[config.mk]
export PLATFORM = sky130hd
export DESIGN_NAME = psk_phase_mod
export DESIGN_NICKNAME = d
export VERILOG_FILES = /design/src/rtl/psk_mod_pkg.sv /design/src/rtl/psk_sym_mapper.sv /design/src/rtl/psk_rot_phase.sv /design/src/rtl/psk_mag_bank.sv /design/src/rtl/psk_iq_select.sv /design/src/rtl/psk_phase_mod.sv
export SDC_FILE = /design/constraint.sdc
export NUM_CORES = 1
export LEC_CHECK = 0
export BUFFER_PORTS_ARGS = -buffer_cell sky130_fd_sc_hd__buf_2
export CAP_MARGIN = 5
export CORE_ASPECT_RATIO = 1.2
export CORE_MARGIN = 4
export CORE_UTILIZATION = 50
export CTS_CLUSTER_SIZE = 20
export DETAILED_ROUTE_END_ITERATION = 8
export HOLD_SLACK_MARGIN = 0.12
export PLACE_DENSITY = 0.72
export SLEW_MARGIN = 20
export SYNTH_ARGS = -nofsm -noshare
export SYNTH_HDL_FRONTEND = slang
export SYNTH_SLANG_ARGS = --single-unit
[constraint.sdc]
create_clock -name clk -period 10.9 [get_ports clk]
set_clock_uncertainty 0.2 [all_clocks]
set_input_delay 2.18 -clock clk [delete_from_list [all_inputs] [get_ports clk]]
set_output_delay 2.18 -clock clk [all_outputs]
set_load 0.01 [all_outputs]
[src/rtl/psk_mod_pkg.sv]
`timescale 1ns/1ps
package psk_mod_pkg;
    localparam int PH_W    = 4;
    localparam int NUM_MAG = 4;
    localparam int SLOT_W  = $clog2(NUM_MAG);
    localparam int MODE_W  = 3;
    localparam int SYM_W   = 3;

    localparam logic [MODE_W-1:0] MODE_OFF      = 3'b000;
    localparam logic [MODE_W-1:0] MODE_QPSK_ROT = 3'b001;
    localparam logic [MODE_W-1:0] MODE_8PSK     = 3'b101;
    localparam logic [MODE_W-1:0] MODE_8PSK_ROT = 3'b110;

    function automatic logic mode_valid(input logic [MODE_W-1:0] m);
        return (m == MODE_QPSK_ROT) || (m == MODE_8PSK) || (m == MODE_8PSK_ROT);
    endfunction

    function automatic logic [PH_W-1:0] rot_step(input logic [MODE_W-1:0] m);
        case (m)
            MODE_QPSK_ROT: return 4'd2;
            MODE_8PSK_ROT: return 4'd3;
            default:       return 4'd0;
        endcase
    endfunction
endpackage

[src/rtl/psk_sym_mapper.sv]
`timescale 1ns/1ps
module psk_sym_mapper
    import psk_mod_pkg::*;
(
    input  logic [SYM_W-1:0]  sym_bits,
    input  logic [MODE_W-1:0] mode_eff,
    output logic [PH_W-1:0]   static_ph
);
    logic [PH_W-1:0] qpsk_ph;
    logic [PH_W-1:0] psk8_ph;

    // Gray code: each step of 4 changes one payload bit
    always_comb begin
        case (sym_bits[1:0])
            2'b00:   qpsk_ph = 4'd0;
            2'b01:   qpsk_ph = 4'd4;
            2'b11:   qpsk_ph = 4'd8;
            default: qpsk_ph = 4'd12;
        endcase
    end

    always_comb begin
        case (sym_bits)
            3'b111:  psk8_ph = 4'd0;
            3'b011:  psk8_ph = 4'd2;
            3'b010:  psk8_ph = 4'd4;
            3'b000:  psk8_ph = 4'd6;
            3'b001:  psk8_ph = 4'd8;
            3'b101:  psk8_ph = 4'd10;
            3'b100:  psk8_ph = 4'd12;
            default: psk8_ph = 4'd14;
        endcase
    end

    assign static_ph = (mode_eff == MODE_QPSK_ROT) ? qpsk_ph : psk8_ph;
endmodule

[src/rtl/psk_rot_phase.sv]
`timescale 1ns/1ps
module psk_rot_phase
    import psk_mod_pkg::*;
(
    input  logic              clk,
    input  logic              rst_n,
    input  logic              sym_stb,
    input  logic              sync_pulse,
    input  logic [MODE_W-1:0] mode_eff,
    output logic [PH_W-1:0]   rph_q
);
    logic [PH_W-1:0] rph_d;
    logic [PH_W-1:0] step;
    logic [PH_W-1:0] base;

    always_comb begin
        step = rot_step(mode_eff);
        base = sync_pulse ? '0 : rph_q;
        if (sym_stb)
            rph_d = (step == '0) ? '0 : base + step;
        else if (sync_pulse)
            rph_d = '0;
        else
            rph_d = rph_q;
    end

    always_ff @(posedge clk) begin
        if (!rst_n) rph_q <= '0;
        else        rph_q <= rph_d;
    end

    assert_qpsk_step_R5: assert property (@(posedge clk) disable iff (!rst_n)
        (sym_stb && !sync_pulse && mode_eff == MODE_QPSK_ROT) |=> rph_q == $past(rph_q) + 4'd2);

    assert_8psk_step_R5: assert property (@(posedge clk) disable iff (!rst_n)
        (sym_stb && !sync_pulse && mode_eff == MODE_8PSK_ROT) |=> rph_q == $past(rph_q) + 4'd3);

    assert_static_zero_R5: assert property (@(posedge clk) disable iff (!rst_n)
        (!sync_pulse && rot_step(mode_eff) == '0) |-> rph_q == '0);

    assert_sync_clear_R6: assert property (@(posedge clk) disable iff (!rst_n)
        (sync_pulse && !sym_stb) |=> rph_q == '0);
endmodule

[src/rtl/psk_mag_bank.sv]
`timescale 1ns/1ps
module psk_mag_bank
    import psk_mod_pkg::*;
#(
    parameter int MAG_W = 16,
    parameter logic [NUM_MAG*MAG_W-1:0] MAG_RST = {16'h18D7, 16'h46BD, 16'h69DE, 16'h7CE1}
) (
    input  logic                     clk,
    input  logic                     rst_n,
    input  logic                     mag_we,
    input  logic [SLOT_W-1:0]        mag_addr,
    input  logic [MAG_W-1:0]         mag_wdata,
    output logic [NUM_MAG*MAG_W-1:0] mags
);
    for (genvar g = 0; g < NUM_MAG; g++) begin : g_slot
        logic [MAG_W-1:0] mag_d;
        logic [MAG_W-1:0] mag_q;

        always_comb begin
            mag_d = mag_q;
            if (mag_we && mag_addr == SLOT_W'(g))
                mag_d = mag_wdata;
        end

        always_ff @(posedge clk) begin
            if (!rst_n) mag_q <= MAG_RST[g*MAG_W +: MAG_W];
            else        mag_q <= mag_d;
        end

        assign mags[g*MAG_W +: MAG_W] = mag_q;

        assert_slot_write_R10: assert property (@(posedge clk) disable iff (!rst_n)
            (mag_we && mag_addr == SLOT_W'(g)) |=> mag_q == $past(mag_wdata));
    end
endmodule

[src/rtl/psk_iq_select.sv]
`timescale 1ns/1ps
module psk_iq_select
    import psk_mod_pkg::*;
#(
    parameter int MAG_W = 16
) (
    input  logic [PH_W-1:0]          phase,
    input  logic [NUM_MAG*MAG_W-1:0] mags,
    output logic [MAG_W-1:0]         i_sel,
    output logic [MAG_W-1:0]         q_sel
);
    logic [MAG_W-1:0] tab [NUM_MAG];
    logic [MAG_W-1:0] a;
    logic [MAG_W-1:0] b;

    for (genvar g = 0; g < NUM_MAG; g++) begin : g_tab
        assign tab[g] = mags[g*MAG_W +: MAG_W];
    end

    // slot 3-j is the bitwise inverse of a 2-bit j
    assign a = tab[phase[1:0]];
    assign b = tab[~phase[1:0]];

    always_comb begin
        case (phase[3:2])
            2'd0: begin i_sel = a;      q_sel = b;      end
            2'd1: begin i_sel = -b;     q_sel = a;      end
            2'd2: begin i_sel = -a;     q_sel = -b;     end
            default: begin i_sel = b;   q_sel = -a;     end
        endcase
    end
endmodule

[src/rtl/psk_phase_mod.sv]
`timescale 1ns/1ps
module psk_phase_mod
    import psk_mod_pkg::*;
#(
    parameter int MAG_W = 16,
    parameter logic [NUM_MAG*MAG_W-1:0] MAG_RST = {16'h18D7, 16'h46BD, 16'h69DE, 16'h7CE1}
) (
    input  logic              clk,
    input  logic              rst_n,
    input  logic              sym_stb,
    input  logic [SYM_W-1:0]  payload,
    input  logic [MODE_W-1:0] mode_sel,
    input  logic              sync_pulse,
    input  logic              mag_we,
    input  logic [SLOT_W-1:0] mag_addr,
    input  logic [MAG_W-1:0]  mag_wdata,
    output logic [MAG_W-1:0]  i_out,
    output logic [MAG_W-1:0]  q_out
);
    typedef struct packed {
        logic [MODE_W-1:0] mode;
        logic [MAG_W-1:0]  i;
        logic [MAG_W-1:0]  q;
    } state_t;

    state_t st_d, st_q;

    logic [MODE_W-1:0]        mode_eff;
    logic [PH_W-1:0]          rph_q;
    logic [PH_W-1:0]          rph_eff;
    logic [PH_W-1:0]          sph;
    logic [PH_W-1:0]          phase;
    logic [NUM_MAG*MAG_W-1:0] mags;
    logic [MAG_W-1:0]         i_sel;
    logic [MAG_W-1:0]         q_sel;

    assign mode_eff = sync_pulse ? mode_sel : st_q.mode;
    assign rph_eff  = sync_pulse ? '0 : rph_q;
    assign phase    = sph + rph_eff;

    psk_sym_mapper u_mapper (
        .sym_bits  (payload),
        .mode_eff  (mode_eff),
        .static_ph (sph)
    );

    psk_rot_phase u_rot (
        .clk        (clk),
        .rst_n      (rst_n),
        .sym_stb    (sym_stb),
        .sync_pulse (sync_pulse),
        .mode_eff   (mode_eff),
        .rph_q      (rph_q)
    );

    psk_mag_bank #(.MAG_W(MAG_W), .MAG_RST(MAG_RST)) u_mags (
        .clk       (clk),
        .rst_n     (rst_n),
        .mag_we    (mag_we),
        .mag_addr  (mag_addr),
        .mag_wdata (mag_wdata),
        .mags      (mags)
    );

    psk_iq_select #(.MAG_W(MAG_W)) u_iq (
        .phase (phase),
        .mags  (mags),
        .i_sel (i_sel),
        .q_sel (q_sel)
    );

    always_comb begin
        st_d = st_q;
        if (sync_pulse)
            st_d.mode = mode_sel;
        if (sym_stb) begin
            if (mode_valid(mode_eff)) begin
                st_d.i = i_sel;
                st_d.q = q_sel;
            end else begin
                st_d.i = '0;
                st_d.q = '0;
            end
        end
    end

    always_ff @(posedge clk) begin
        if (!rst_n) begin
            st_q.mode <= MODE_OFF;
            st_q.i    <= '0;
            st_q.q    <= '0;
        end else begin
            st_q <= st_d;
        end
    end

    assign i_out = st_q.i;
    assign q_out = st_q.q;

    assert_mode_only_on_sync_R2: assert property (@(posedge clk) disable iff (!rst_n)
        !sync_pulse |=> $stable(st_q.mode));

    assert_qpsk_grid_R3: assert property (@(posedge clk) disable iff (!rst_n)
        (mode_eff == MODE_QPSK_ROT) |-> sph[1:0] == 2'b00);

    assert_8psk_even_R4: assert property (@(posedge clk) disable iff (!rst_n)
        (mode_eff == MODE_8PSK || mode_eff == MODE_8PSK_ROT) |-> sph[0] == 1'b0);

    assert_unsupported_zero_R8: assert property (@(posedge clk) disable iff (!rst_n)
        (sym_stb && !mode_valid(mode_eff)) |=> (i_out == '0 && q_out == '0));

    assert_hold_no_strobe_R9: assert property (@(posedge clk) disable iff (!rst_n)
        !sym_stb |=> ($stable(i_out) && $stable(q_out)));
endmodule

==> results of run 1 <==
==> registers in the layout (all words and copies together), names as in the netlist <==
register             flops
u_mags.g_slot.mag_q     64
st_q                     3
i_out                   16
q_out                   16
u_rot.rph_q              4
==> critical path: cells and delay by family <==
kind,cells,cell delay (ps)
AOI/OAI and AO/OA,5,1130
xor gates and xnor gates,1,250
adders and majority gates,2,460
buffers and inverters,4,1030
muxes,1,400
and+or+nand+nor,3,700
==> power breakdown <==
part | switching, mW | internal (mW) | leakage, nW | total (mW)
logic | 0.130 | 0.0840 | 1.79 | 0.214
registers | 0.0136 | 0.394 | 0.840 | 0.407
clock network | 0.145 | 0.214 | 0.162 | 0.359
total | 0.289 | 0.692 | 2.80 | 0.981
==> layout make-up <==
| class | instances | share of cell area |
|---|---|---|
| well taps | 164 | 0.0293 |
| flip-flops and latches | 103 | 0.294 |
| inverters | 20 | 0.0107 |
| repair buffers | 68 | 0.0514 |
| clock buffers | 11 | 0.0361 |
| multi-input cells | 589 | 0.567 |
| clock inverters | 4 | 0.0111 |
==> worst max-delay path by stage <==
stage,from,to,cells past startpoint
final,sync_pulse,i_out[14]$_SDFFE_PN0P_,16
after global routing,sync_pulse,q_out[14]$_SDFFE_PN0P_,16
after CTS,sync_pulse,q_out[15]$_SDFFE_PN0P_,14
after detailed placement,sync_pulse,q_out[15]$_SDFFE_PN0P_,14
after global placement,sync_pulse,q_out[15]$_SDFFE_PN0P_,14
after floorplan,payload[0],q_out[14]$_SDFFE_PN0P_,17
==> cells in the mapped netlist (5+ instances only) <==
cell / count / area (sq um)
a21oi_1: 52 / 260
a31oi_1: 7 / 43.8
a32o_1: 5 / 50.1
and3_1: 7 / 43.8
buf_2: 13 / 65.1
buf_4: 32 / 240
clkbuf_1: 33 / 124
dfxtp_1: 103 / 2060
ha_1: 11 / 138
inv_1: 17 / 63.8
mux2i_1: 9 / 90.1
mux4_2: 33 / 743
nand2_1: 178 / 668
nand3_1: 46 / 230
nor2_1: 53 / 199
nor3_1: 12 / 60.1
nor3b_1: 8 / 60.1
o211ai_1: 10 / 75.1
o21ai_0: 27 / 135
o221ai_1: 9 / 78.8
or2_2: 7 / 43.8
or3_1: 10 / 62.6
xnor2_1: 14 / 123
xor2_1: 12 / 105
==> stage by stage <==
step	worst slack, ps	cell area, sq um	instances
6_report	4720	7010	959
4_1_cts	4750	7010	959
5_1_grt	4340	7010	959
3_5_place_dp	4410	6680	944
3_3_place_gp	4550	6680	944
2_1_floorplan	5390	6570	793
==> logic make-up (layout without fill, tap and decap cells) <==
| family | Yosys count | count (layout) | share of synthesized area |
|---|---|---|---|
| adder cells (fa/ha/maj) | 13 | 13 | 0.0271 |
| AO/OA/AOI/OAI | 148 | 148 | 0.149 |
| XOR/XNOR | 27 | 27 | 0.0372 |
| buffers and inverters | 101 | 103 | 0.0820 |
| multiplexers | 45 | 45 | 0.132 |
| flip-flops | 103 | 103 | 0.314 |
| AND/OR/NAND/NOR | 356 | 356 | 0.258 |
==> routing by layer <==
| metal | up-vias | global-route usage | part of all wire |
|---|---|---|---|
| li1 | 2771 | - | - |
| met1 | 2839 | 0.312 | 0.42 |
| met2 | 287 | 0.388 | 0.49 |
| met3 | 19 | 0.0268 | 0.080 |
| met4 | 0 | 0.0675 | 0.013 |
| met5 | - | 0 | 0 |
==> summary.md, run 1 <==
| Metric | Value |
|---|---|
| Status | finished clean |
| Most frequent cells in the layout | nand2_1, dfxtp_1, buf_2 |
| Largest net degree at the start of global routing | 40 |
| DR vias | 5,916 |
| Avg WL per Cell | 18.3 um |
| FF+latch count, synth | 103 |
| Minimum clock period | 6180 ps |
| Final Max Tran Viols | 0 |
| R2R Path End | i_out[14]$_SDFFE_PN0P_ |
| CP Data Required Time | 10,890 ps |
| Residual DRC | 0 |
| CTS Sinks | 103 |
| Routed wire length | 17,500 um |
| # Post-CTS Setup Buffers | 0 |
| Ys async rst share | 0 |
| Placer congestion estimate | 0.872 |
| First-pass GRT wire length | 28,500 um |
| # port buffers | 60 |
| Avg Synthesized Cell Area | 8.28 sq um |
| Reg2reg start | st_q[32]$_SDFF_PN0_ |
| Worst rel slew slack | 0.430 |
| Hold depth | 2 |
| Area of the multi-input gates | 3980 sq um |
| CTS Buffer Depth | 2 |
| Vias per cell | 6.17 |
| CP Cell Sequence | buf_2 > nor4b_1 > a21oi_1 > o21ai_0 > a21oi_1 > ha_1 > buf_4 > inv_2 > mux4_2 > inv_1 > ha_1 > nor3b_4 > nand4_1 > o31ai_2 > xor2_1 > o221ai_1 |
| Hold EP | i_out[2]$_SDFFE_PN0P_ |
| Core Rows | 45 |
| Worst-skew pair later-pin latency | 340 ps |
| Core box area | 12,800 sq um |
| Gr ovfl total | 0 |
| Worst r2r path cells | 15 |
| Max rail drop VDD | 0.0680 mV |
| Main flop type after synthesis | dfxtp_1 |
| Die W | 113 um |
| Syn_nets | 835 |
| Max Cap Violations | 0 |
| Slowest-stage cell, CP | inv_2 |
| Leading cell type in the layout, fill and taps excluded | nand2_1 |
| Clock root buffer master | clkbuf_16 |
| Hold path start | i_out[2]$_SDFFE_PN0P_ |
| Initial core utilization | 0.514 |
| FF/Latch Area | 2060 sq um |
| # setup viols final | 0 |
| Fin util | 0.548 |
| Vias in the first global route | 5,641 |
| Synth Cell Area | 6570 sq um |
| Initial DRC Count | 577 |
| Die area | 15,000 sq um |
| Final setup TNS | 0 ps |
| Delay of the slowest critical-path stage | 460 ps |
| Layout area overhead | 6.75% |
| Flop-to-flop setup slack | 6420 ps |
| # fillers | 1,147 |
| Post-CTS resize count | 0 |
| Antenna Cells | 0 |
| Post-synthesis sequential area ratio | 0.314 |
| Tcrit/Tclk final | 0.567 |
| Hold WS | 255 ps |
| H-tree depth | 3 |
| Worst-margin pin slew | 853 ps |
| Leak | 2.80 nW |
| RSZ-0062 raised after global routing | no |
| GR Util All Layers | 0.231 |
| Clk pin slew, worst setup/hold paths | 70 ps |
| Die Span Y | 134 um |
| Num ports | 61 |
| Nets@finish | 833 |
| Critical Path Sink Type | flop |
| Post-DP HPWL | 12,200 um |
| Yosys warns | 0 |
| Total Power | 0.981 mW |
| Worst min path class | reg2reg |
| TritonRoute pass-1 iters | 5 |
| Mapped Cells | 793 |
| EDFF count, synth | 0 |
| Power density over the cells | 140 nW/um^2 |
| Startpoint type of the worst setup path | primary input |
| Hold-fix buffers at CTS | 0 |
| Hold Violations, Final | 0 |
| Fmax achieved | 162 MHz |
| Synth unique cells | 71 |
| CTS tree | built |
| Layout cells sized above 1 | 0.190 |
| Antenna viol nets, final | 0 |
| Setup Crit Path Kind | in2reg |
| Inserted Clock Buffers | 9 |
| Initial antenna violation count | 0 |
| Max FO, Critical Path | 29 |
| Arr. time, crit path | 6170 ps |
(Power assumes the default switching activity.)
==> run 2: changes to the inputs <==
clock period = 6.1 ns   (was 10.9 ns; I/O delays follow)
==> run 2 against run 1 <==
Compared with the run above:
- total power up 77%
- clock power rose by 74%
- count of clock-buffer cells in the layout is 2 lower
- combinational power rose by 79%
- flip-flop and latch count is the same
- routed wire length fell by 1.3%
- largest cell class unchanged
==> summary.md, run 2 (same netlist as run 1, synthesis figures left out) <==
| Metric | Value |
|---|---|
| Final setup TNS | 0 ps (unchanged) |
| Max Cap Violations | 0 (unchanged) |
| Setup Crit Path Kind | in2reg (unchanged) |
| Gr ovfl total | 0 (unchanged) |
| Total Power | 1.73 mW (was 0.981 mW) |
| Flop-to-flop setup slack | 1700 ps (was 6420 ps) |
| Final Max Tran Viols | 0 (unchanged) |
| # port buffers | 60 (unchanged) |
| Placer congestion estimate | 0.860 (was 0.872) |
| Die Span Y | 134 um (unchanged) |
| CTS tree | built (unchanged) |
| Core box area | 12,800 sq um (unchanged) |
| Residual DRC | 0 (unchanged) |
| Core Rows | 45 (unchanged) |
| Die W | 113 um (unchanged) |
| R2R Path End | q_out[14]$_SDFFE_PN0P_ (was i_out[14]$_SDFFE_PN0P_) |
| Antenna Cells | 0 (unchanged) |
| Critical Path Sink Type | flop (unchanged) |
| Worst-margin pin slew | 852 ps (was 853 ps) |
| Routed wire length | 17,300 um (was 17,500 um) |
| Antenna viol nets, final | 0 (unchanged) |
| # setup viols final | 0 (unchanged) |
| Vias per cell | 6.08 (was 6.17) |
| Status | finished clean (unchanged) |
| Worst min path class | reg2reg (unchanged) |
| Power density over the cells | 248 nW/um^2 (was 140 nW/um^2) |
| Startpoint type of the worst setup path | primary input (unchanged) |
| # Post-CTS Setup Buffers | 0 (unchanged) |
| CTS Buffer Depth | 2 (unchanged) |
| Leak | 2.80 nW (about the same) |
| Tcrit/Tclk final | 0.836 |
| Inserted Clock Buffers | 9 (unchanged) |
| Initial antenna violation count | 0 (unchanged) |
| Nets@finish | 834 (was 833) |
| Die area | 15,000 sq um (unchanged) |
| Largest net degree at the start of global routing | 40 (unchanged) |
| Arr. time, crit path | 5120 ps (was 6170 ps) |
| GR Util All Layers | 0.233 (was 0.231) |
| Post-CTS resize count | 0 (unchanged) |
| Leading cell type in the layout, fill and taps excluded | nand2_1 (unchanged) |
| CP Data Required Time | 6120 ps (was 10,890 ps) |
| Reg with most FFs | u_mags.g_slot.mag_q (unchanged) |
| Layout cells sized above 1 | 0.192 (was 0.190) |
| Hold path start | i_out[2]$_SDFFE_PN0P_ (unchanged) |
| Layout area overhead | 6.75% (unchanged) |
| Crit path launch | sync_pulse (unchanged) |
| Post-DP HPWL | 12,200 um (about the same) |
| Worst-skew pair later-pin latency | 360 ps (was 340 ps) |
| CTS Sinks | 103 (unchanged) |
| Max FO, Critical Path | 18 (was 29) |
| Fin util | 0.548 (unchanged) |
| RSZ-0062 raised after global routing | no (unchanged) |
| H-tree depth | 3 (unchanged) |
| Num ports | 61 (unchanged) |
| Clk pin slew, worst setup/hold paths | 80 ps (was 70 ps) |
| Initial DRC Count | 616 (was 577) |
| DR vias | 5,845 (was 5,916) |
| Initial core utilization | 0.514 (unchanged) |
| Hold depth | 2 (unchanged) |
| Clock root buffer master | clkbuf_16 (unchanged) |
| Most frequent cells in the layout | nand2_1, dfxtp_1, buf_2 (unchanged) |
| TritonRoute pass-1 iters | 5 (unchanged) |
| Hold Violations, Final | 0 (unchanged) |
| Worst r2r path cells | 14 (was 15) |
| Vias in the first global route | 5,643 (was 5,641) |
| First-pass GRT wire length | 28,700 um (was 28,500 um) |
| Worst rel slew slack | 0.430 (about the same) |
| Max FFs per register | 64 (unchanged) |
| Avg WL per Cell | 18.0 um (was 18.3 um) |
| Minimum clock period | 5100 ps |
| Hold EP | i_out[2]$_SDFFE_PN0P_ (unchanged) |
| Fmax achieved | 196 MHz |
| Max rail drop VDD | 0.125 mV (was 0.0680 mV) |
| Reg2reg start | st_q[32]$_SDFF_PN0_ (unchanged) |
| Hold-fix buffers at CTS | 0 (unchanged) |
[run 2: changes by cell type in the layout (fill, tap and decap cells not counted), sizes merged]
cell    delta
inv        +3
clkbuf     -2
buf        +1
bufinv     -1
clkinv     +1
[run 2: worst max path at each step]
stage | to | slack, ps
after global routing | q_out[14]$_SDFFE_PN0P_ | 800
after floorplan | q_out[14]$_SDFFE_PN0P_ | 1550
final | q_out[14]$_SDFFE_PN0P_ | 1000
after global placement | q_out[14]$_SDFFE_PN0P_ | 820
after CTS | q_out[14]$_SDFFE_PN0P_ | 1090
after detailed placement | q_out[14]$_SDFFE_PN0P_ | 780
[run 2: through the flow]
stage,std cells,hold slack (ps),setup WS [ps],cell area (sq um)
floorplan,793,226,1550,6570
global placement,945,243,817,6690
detailed placement,945,243,780,6690
CTS,961,261,1090,7010
global route,961,291,805,7010
finish,961,252,1000,7010
[run 2: cell type report]
class                           count  area (sq um)
Sequential cell                   103          2060
Timing Repair Buffer               69           368
Inverter                           20          75.1
Multi-Input combinational cell    589          3980
Fill cell                        1181          5770
Clock buffer                        9           225
Tap cell                          164           205
Clock inverter                      7          97.6
[run 2: layer usage]
| layer | GRT usage | vias to the layer above | part of all wire |
|---|---|---|---|
| met5 | 0 | - | 0 |
| met4 | 0.0822 | 0 | 0.020 |
| met3 | 0.0404 | 34 | 0.075 |
| met2 | 0.386 | 240 | 0.47 |
| met1 | 0.306 | 2800 | 0.43 |
| li1 | - | 2771 | - |
[run 2: where the power goes]
part	total [mW]	internal (mW)	leakage (nW)	switching (mW)
combinational	0.383	0.151	1.80	0.232
clock	0.625	0.333	0.159	0.292
sequential	0.727	0.703	0.840	0.0235
total	1.73	1.19	2.80	0.548
[run 2: critical path: stages]
cell	delay, ps
buf_2	220
nor4b_1	90
a21oi_1	380
o21ai_0	180
a21oi_1	150
ha_1	270
inv_2	420
mux4_2	410
inv_1	100
ha_1	220
nor3b_4	340
nand4_1	350
o31ai_2	300
xor2_1	290
o221ai_1	170
